<file path="config.mk">
export PLATFORM = sky130hd
export DESIGN_NAME = cmp_timer_top
export DESIGN_NICKNAME = d
export VERILOG_FILES = /design/src/rtl/cmp_timer_pkg.sv /design/src/rtl/cmp_sys_count.sv /design/src/rtl/cmp_timer_core.sv /design/src/rtl/cmp_timer_top.sv
export SDC_FILE = /design/constraint.sdc
export NUM_CORES = 1
export LEC_CHECK = 0
export BUFFER_PORTS_ARGS = -buffer_cell sky130_fd_sc_hd__buf_2
export CAP_MARGIN = 25
export CORE_MARGIN = 5
export CORE_UTILIZATION = 56
export CTS_BUF_LIST = sky130_fd_sc_hd__clkbuf_16
export DETAILED_ROUTE_END_ITERATION = 10
export PLACE_DENSITY = 0.79
export SETUP_SLACK_MARGIN = 0.4
export SYNTH_ARGS = -nofsm -noshare
export SYNTH_HDL_FRONTEND = slang
export SYNTH_SLANG_ARGS = --single-unit
</file>
<file path="constraint.sdc">
create_clock -name clk_i -period 6.49 [get_ports clk_i]
set_clock_uncertainty 0.15 [all_clocks]
set_input_delay 1.298 -clock clk_i [delete_from_list [all_inputs] [get_ports clk_i]]
set_output_delay 1.298 -clock clk_i [all_outputs]
set_load 0.05 [all_outputs]
</file>
<file path="src/rtl/cmp_timer_pkg.sv">
package cmp_timer_pkg;

    typedef enum logic [1:0] {
        TMR_OFF   = 2'd0,
        TMR_ARMED = 2'd1,
        TMR_FIRED = 2'd2
    } tmr_state_e;

    localparam logic [1:0] ADDR_CTRL = 2'd0;
    localparam logic [1:0] ADDR_CMP  = 2'd1;
    localparam logic [1:0] ADDR_TVAL = 2'd2;
    localparam logic [1:0] ADDR_FREQ = 2'd3;

    localparam int CTRL_EN_BIT   = 0;
    localparam int CTRL_MASK_BIT = 1;

endpackage

</file>
<file path="src/rtl/cmp_sys_count.sv">
module cmp_sys_count #(
    parameter int              CNT_W    = 64,
    parameter int              FREQ_W   = 32,
    parameter longint unsigned CLK_HZ   = 125_000_000,
    parameter logic [31:0]     FREQ_RST = 32'h0180_0000
) (
    input  logic              clk_i,
    input  logic              rst_ni,
    input  logic              freq_we_i,
    input  logic [FREQ_W-1:0] freq_wdata_i,
    output logic [FREQ_W-1:0] freq_o,
    output logic [CNT_W-1:0]  count_o
);
    localparam int               ACC_W = FREQ_W + 1;
    localparam logic [ACC_W-1:0] LIMIT = ACC_W'(CLK_HZ);

    logic [FREQ_W-1:0] freq_q;
    logic [ACC_W-1:0]  acc_q;
    logic [ACC_W-1:0]  step;
    logic [ACC_W-1:0]  sum;
    logic [CNT_W-1:0]  count_q;
    logic              running;

    assign running = (freq_q != '0);
    assign step    = ({1'b0, freq_q} > LIMIT) ? LIMIT : {1'b0, freq_q};
    assign sum     = acc_q + step;

    always_ff @(posedge clk_i or negedge rst_ni) begin
        if (!rst_ni) begin
            freq_q <= FREQ_W'(FREQ_RST);
        end else if (freq_we_i) begin
            freq_q <= freq_wdata_i;
        end
    end

    always_ff @(posedge clk_i or negedge rst_ni) begin
        if (!rst_ni) begin
            acc_q   <= '0;
            count_q <= '0;
        end else if (!running) begin
            acc_q   <= '0;
            count_q <= '0;
        end else if (sum >= LIMIT) begin
            acc_q   <= sum - LIMIT;
            count_q <= count_q + 1'b1;
        end else begin
            acc_q   <= sum;
        end
    end

    assign freq_o  = freq_q;
    assign count_o = running ? count_q : '0;


    cnt_off_chk: assert property (@(posedge clk_i) disable iff (!rst_ni)
        $past(freq_q == '0) |-> (count_q == '0));


    cnt_step_chk: assert property (@(posedge clk_i) disable iff (!rst_ni)
        $past(freq_q != '0) |->
            ((count_q == $past(count_q)) || (count_q == $past(count_q) + 1'b1)));

endmodule

</file>
<file path="src/rtl/cmp_timer_core.sv">
module cmp_timer_core
    import cmp_timer_pkg::*;
#(
    parameter int CNT_W  = 64,
    parameter int TVAL_W = 32
) (
    input  logic             clk_i,
    input  logic             rst_ni,
    input  logic             ctrl_we_i,
    input  logic             cmp_we_i,
    input  logic             tval_we_i,
    input  logic [CNT_W-1:0] wdata_i,
    input  logic [CNT_W-1:0] count_i,
    output logic             en_o,
    output logic             mask_o,
    output logic             status_o,
    output logic [CNT_W-1:0] cmp_o,
    output logic [CNT_W-1:0] tval_o,
    output logic             irq_o
);
    localparam int EXT_W = CNT_W - TVAL_W;

    tmr_state_e       state_q;
    tmr_state_e       state_d;
    logic             en_q;
    logic             mask_q;
    logic [CNT_W-1:0] cmp_q;
    logic [CNT_W-1:0] rel_ext;
    logic [CNT_W-1:0] diff;
    logic             reached;

    assign rel_ext = {{EXT_W{wdata_i[TVAL_W-1]}}, wdata_i[TVAL_W-1:0]};
    assign reached = (count_i >= cmp_q);

    always_ff @(posedge clk_i or negedge rst_ni) begin
        if (!rst_ni) begin
            en_q   <= 1'b0;
            mask_q <= 1'b0;
        end else if (ctrl_we_i) begin
            en_q   <= wdata_i[CTRL_EN_BIT];
            mask_q <= wdata_i[CTRL_MASK_BIT];
        end
    end

    always_ff @(posedge clk_i or negedge rst_ni) begin
        if (!rst_ni) begin
            cmp_q <= '0;
        end else if (cmp_we_i) begin
            cmp_q <= wdata_i;
        end else if (tval_we_i) begin
            cmp_q <= count_i + rel_ext;
        end
    end

    // state register
    always_ff @(posedge clk_i or negedge rst_ni) begin
        if (!rst_ni) begin
            state_q <= TMR_OFF;
        end else begin
            state_q <= state_d;
        end
    end

    // transitions: arm, expire, rearm, disable
    always_comb begin
        state_d = state_q;
        unique case (state_q)
            TMR_OFF:   if (en_q) state_d = reached ? TMR_FIRED : TMR_ARMED;
            TMR_ARMED: if (!en_q) state_d = TMR_OFF;
                       else if (reached) state_d = TMR_FIRED;
            TMR_FIRED: if (!en_q) state_d = TMR_OFF;
                       else if (!reached) state_d = TMR_ARMED;
            default:   state_d = TMR_OFF;
        endcase
    end

    // outputs
    always_comb begin
        diff     = cmp_q - count_i;
        en_o     = en_q;
        mask_o   = mask_q;
        cmp_o    = cmp_q;
        tval_o   = {{EXT_W{1'b0}}, diff[TVAL_W-1:0]};
        status_o = en_q && (state_q == TMR_FIRED);
        irq_o    = status_o && !mask_q;
    end


    fired_cause_chk: assert property (@(posedge clk_i) disable iff (!rst_ni)
        (state_q == TMR_FIRED) |-> $past(en_q && (count_i >= cmp_q)));


    tval_load_chk: assert property (@(posedge clk_i) disable iff (!rst_ni)
        $past(tval_we_i && !cmp_we_i) |->
            (cmp_q == $past(count_i) + $past(rel_ext)));


    irq_mask_chk: assert property (@(posedge clk_i) disable iff (!rst_ni)
        $past(ctrl_we_i && wdata_i[CTRL_MASK_BIT]) |-> !irq_o);

endmodule

</file>
<file path="src/rtl/cmp_timer_top.sv">
module cmp_timer_top
    import cmp_timer_pkg::*;
#(
    parameter int              CNT_W    = 64,
    parameter int              TVAL_W   = 32,
    parameter int              FREQ_W   = 32,
    parameter longint unsigned CLK_HZ   = 125_000_000,
    parameter logic [31:0]     FREQ_RST = 32'h0180_0000
) (
    input  logic             clk_i,
    input  logic             rst_ni,
    input  logic             reg_we_i,
    input  logic [1:0]       reg_addr_i,
    input  logic [CNT_W-1:0] reg_wdata_i,
    output logic [CNT_W-1:0] reg_rdata_o,
    output logic [CNT_W-1:0] count_o,
    output logic             irq_o
);
    logic [FREQ_W-1:0] freq;
    logic [CNT_W-1:0]  count;
    logic [CNT_W-1:0]  cmp;
    logic [CNT_W-1:0]  tval;
    logic              en;
    logic              mask;
    logic              status;

    cmp_sys_count #(
        .CNT_W    (CNT_W),
        .FREQ_W   (FREQ_W),
        .CLK_HZ   (CLK_HZ),
        .FREQ_RST (FREQ_RST)
    ) u_count (
        .clk_i        (clk_i),
        .rst_ni       (rst_ni),
        .freq_we_i    (reg_we_i && (reg_addr_i == ADDR_FREQ)),
        .freq_wdata_i (reg_wdata_i[FREQ_W-1:0]),
        .freq_o       (freq),
        .count_o      (count)
    );

    cmp_timer_core #(
        .CNT_W  (CNT_W),
        .TVAL_W (TVAL_W)
    ) u_core (
        .clk_i     (clk_i),
        .rst_ni    (rst_ni),
        .ctrl_we_i (reg_we_i && (reg_addr_i == ADDR_CTRL)),
        .cmp_we_i  (reg_we_i && (reg_addr_i == ADDR_CMP)),
        .tval_we_i (reg_we_i && (reg_addr_i == ADDR_TVAL)),
        .wdata_i   (reg_wdata_i),
        .count_i   (count),
        .en_o      (en),
        .mask_o    (mask),
        .status_o  (status),
        .cmp_o     (cmp),
        .tval_o    (tval),
        .irq_o     (irq_o)
    );

    always_comb begin
        unique case (reg_addr_i)
            ADDR_CTRL: reg_rdata_o = {{(CNT_W-3){1'b0}}, status, mask, en};
            ADDR_CMP:  reg_rdata_o = cmp;
            ADDR_TVAL: reg_rdata_o = tval;
            default:   reg_rdata_o = {{(CNT_W-FREQ_W){1'b0}}, freq};
        endcase
    end

    assign count_o = count;

endmodule

</file>
==> flow_metrics.py <==
metrics = {
    "routing": {
        "vias": 21630,
        "ant_nets": 0,
        "wirelength_mm": 76.17,
        "avgViaCountPerCell": 6.673,
        "route.detailed.wl_per_inst_um": 23.50,
        "route.detailed.drc": 0,
        "drtIter0Drc": 1943,
        "first_pass_iters": 8,
    },
    "synthesis": {
        "synth-edff-count": 0,
        "ys.flop_type": "dfrtp_1",
        "synthDistinctLibCells": 84,
        "seq_area_frac_synth_pct": 24.78,
        "yosysWarningCount": 0,
        "ys_async_sr_fraction_pct": 100.0,
        "netlist_instances": 2522,
        "syn_avg_cell_area_um2": 7.892,
        "ys_ff_latch": 197,
        "synth_area_mm2": 0.01990,
    },
    "global_route": {
        "grt_use_met3_pct": 6.098,
        "overflow": 0,
        "grt_max_degree": 158,
        "busiest_layer": "met2",
        "grt_pass1_vias": 20900,
        "track_usage_pct": 36.63,
        "antenna_found_initial": 1,
        "grt.met2_usage_pct": 62.19,
        "grt_pass1_wl_mm": 114.9,
        "gr-usage-met1_pct": 44.89,
    },
    "layout": {
        "final_util_pct": 68.41,
        "area_growth_pct": 21.37,
        "layout.cells.non_filler": 3241,
        "drive_gt1_share_pct": 23.35,
        "nets": 3031,
    },
    "clock_tree": {
        "ctsLongestPathBuffers": 2,
        "cts_root_buf": "clkbuf_16",
        "cts_hold_buf": 0,
        "htreeDepth": 4,
        "clock_latency_ns": 0.47,
        "cts.sinks": 197,
        "clk_pin_slew_worst_paths_ns": 0.08,
        "cts_tree": "built",
        "numCtsBuffers": 17,
    },
    "power": {
        "irDropWorstVdd_uv": 397.4,
        "power_frac_clock_pct": 12.2,
        "power_density_mw_per_mm2": 372.5,
        "comb_power_share_pct": 68.1,
        "power.switching_mw": 4.438,
        "sw_frac_of_total_pct": 49.32,
        "power_leakage_nw": 11.43,
        "internal-power_mw": 4.560,
        "p_seq_share_pct": 19.7,
    },
    "die": {
        "initial_core_util_pct": 56.37,
        "die_h_um": 198.5,
        "die_x_um": 198.5,
        "io_pins": 198,
        "core_area_mm2": 0.03531,
        "placementRows": 69,
        "fp.dieArea_mm2": 0.03941,
    },
    "placed_design": {
        "dpl.cell_count": 3169,
        "hpwlAfterDp_mm": 56.25,
        "portBuffers": 197,
        "place_congestion": 1.013,
        "pre_cts_ws_ns": -0.1493,
    },
    "sta": {
        "tns_ns": -0.1059,
        "period_needed_ns": 6.531,
        "setup_viol": 3,
        "fmax_ghz": 0.1531,
        "relSlewSlack_pct": 32.12,
        "setup_ws_ns": -0.04071,
        "fin_hold_ws_ns": 0.3662,
        "drv_slew": 0,
        "post-route-period-util_pct": 100.6,
        "rsz0062_at_grt": "true",
        "tightest_slew_ns": 1.018,
        "hold_viol_final": 0,
    },
    "outcome": {
        "status": "finished, violations left",
        "violations": "setup timing",
    },
    "job": {
        "drv_cap": 0,
    },
    "setup_path": {
        "crit_arrival_ns": 5.08,
        "required_ns": 5.04,
        "crit_fanout": 7,
        "slowest_delay_ns": 0.66,
        "critPathKind": "reg -> out",
        "cp-start-kind": "flip-flop",
        "crit_slowest_cell": "or4_4",
        "worstPathCellList": "nor4_4 -> nand4_1 -> or4_4 -> nand2_1 -> ha_1 -> nor2b_1 -> o21a_1 -> o21ai_2 -> a2111oi_2 -> buf_4 -> o41ai_2 -> buf_4 -> nand2_1 -> a21o_1 -> a21o_1 -> a21oi_1 -> xor2_1 -> o21ai_2 -> buf_6",
        "endpoint_kind": "output pin",
    },
    "worst_hold_path": {
        "hp-class": "reg -> reg",
    },
}
-- routing by layer --
layer / part of all wire, % / wire, um / up-vias
li1: - / - / 9815
met5: 0 / 0 / -
met4: 6.0 / 4575 / 0
met3: 7.7 / 5849 / 277
met2: 48 / 36490 / 1156
met1: 38 / 29260 / 10380
-- layout by cell type, fill, tap and decap left out, types with 14 or more instances in the layout --
master,count
nand4_1,53
nand2b_1,32
nand3_1,52
mux2_2,43
o21a_1,29
o21bai_1,15
or4_1,24
o31ai_1,31
and3_1,27
nor2b_1,21
dfrtp_1,193
xnor2_1,56
a22oi_1,21
clkbuf_16,17
ha_1,171
a31oi_1,21
a21o_1,106
o21ai_2,19
nor3_1,60
nor4_1,14
xor2_1,37
a221oi_1,17
a21oi_2,28
or3_1,36
buf_2,180
o21ai_0,140
o211ai_1,18
buf_6,30
nor2_1,177
o221ai_1,18
and2_1,53
o22ai_1,24
ha_4,19
inv_1,140
a21oi_1,199
buf_4,142
nand2_1,187
a211oi_1,36
-- synth_stat cells (33+ instances only) --
cell type / n / area (um^2)
xor2_1: 38 / 332.8
o22ai_1: 33 / 206.5
or3_1: 39 / 244.0
nor2_1: 181 / 679.4
mux2_2: 47 / 529.3
or4_1: 34 / 255.2
o21ai_0: 166 / 830.8
a21oi_1: 226 / 1131
and2_1: 62 / 387.9
xnor2_1: 59 / 516.8
o31ai_1: 33 / 247.7
nand2b_1: 35 / 219.0
nand4_1: 53 / 331.6
a21o_1: 106 / 795.8
nand2_1: 194 / 728.2
dfrtp_1: 195 / 4880
nand3_1: 53 / 265.3
a211oi_1: 43 / 322.8
inv_1: 143 / 536.8
clkbuf_1: 122 / 457.9
nor3_1: 63 / 315.3
ha_1: 193 / 2415
-- path summary, 6_finish.rpt --
path,slack [ns],endpoint,startpoint,depth (start not counted)
min in group asynchronous,0.60,u_count.acc_q[3],rst_ni,1
hold reg to reg,0.37,u_core.cmp_o[44],u_core.cmp_o[44],2
setup / recovery,-0.04,reg_rdata_o[25],u_count.freq_o[28],19
hold / removal,0.37,u_core.cmp_o[44],u_core.cmp_o[44],2
setup reg to reg,0.31,u_count.count_q[18],u_count.freq_o[5],24
max in group asynchronous,4.29,u_core.cmp_o[35],rst_ni,2
-- area by class of cell --
class,instances,area (um^2)
diodes,1,2.502
repair buffers,365,2591
inverters,143,543.0
flip-flops and latches,197,4935
clock inverters,15,137.6
fillers,2913,11150
well taps,461,576.8
clock buffers,17,425.4
multi-input cells,2042,14950
-- flip-flops by register name (all words and copies together) (netlist names) --
signal and flops:
u_core.state_q 2, u_count.count_q 64, u_count.acc_q 33, u_core.en_o 1, u_count.freq_o 32, u_core.cmp_o 64
u_core.mask_o 1
-- through the flow --
step	power [mW]	instance area [um^2]
global placement	6.861	22110
detailed placement	7.005	22110
CTS	8.322	23210
finish	8.998	24160
global route	9.529	24150
floorplan	5.507	20110
-- power groups by stage --
stage                     Sequential, mW  Combinational, mW  Clock (mW)
after floorplan                     1.67               3.84           0
after global placement              1.73               5.13           0
after detailed placement            1.74               5.26           0
after CTS                           1.73               5.50        1.09
after global routing                1.79               6.59        1.15
final                               1.77               6.13        1.10
-- cell families (layout without fill, tap and decap cells) --
family,after synthesis,in the layout,synth area share [%]
AOI/OAI and AO/OA,855,856,28.16
xor gates and xnor gates,97,97,4.269
adders and majority gates,196,196,12.43
buffers and inverters,289,540,5.702
DFF,197,197,24.78
muxes,60,60,3.464
other,1,6,0.01884
and+or+nand+nor,827,828,21.17
-- worst max-delay path, delay by kind of cell, from the launching register on --
family,cells,cell delay (ns)
xor gates and xnor gates,1,0.10
AOI/OAI and AO/OA,8,1.57
and+or+nand+nor,6,1.67
adders and majority gates,1,0.26
DFF,1,0.43
buffers and inverters,3,0.56
-- what timing repair did --
item,CTS,global route
endpoints found under the setup margin,116,119
setup buffers,16,14
pin swaps,32,47
cloned,7,0
gates resized for setup,79,184
Power figures use the tool's default switching activity.
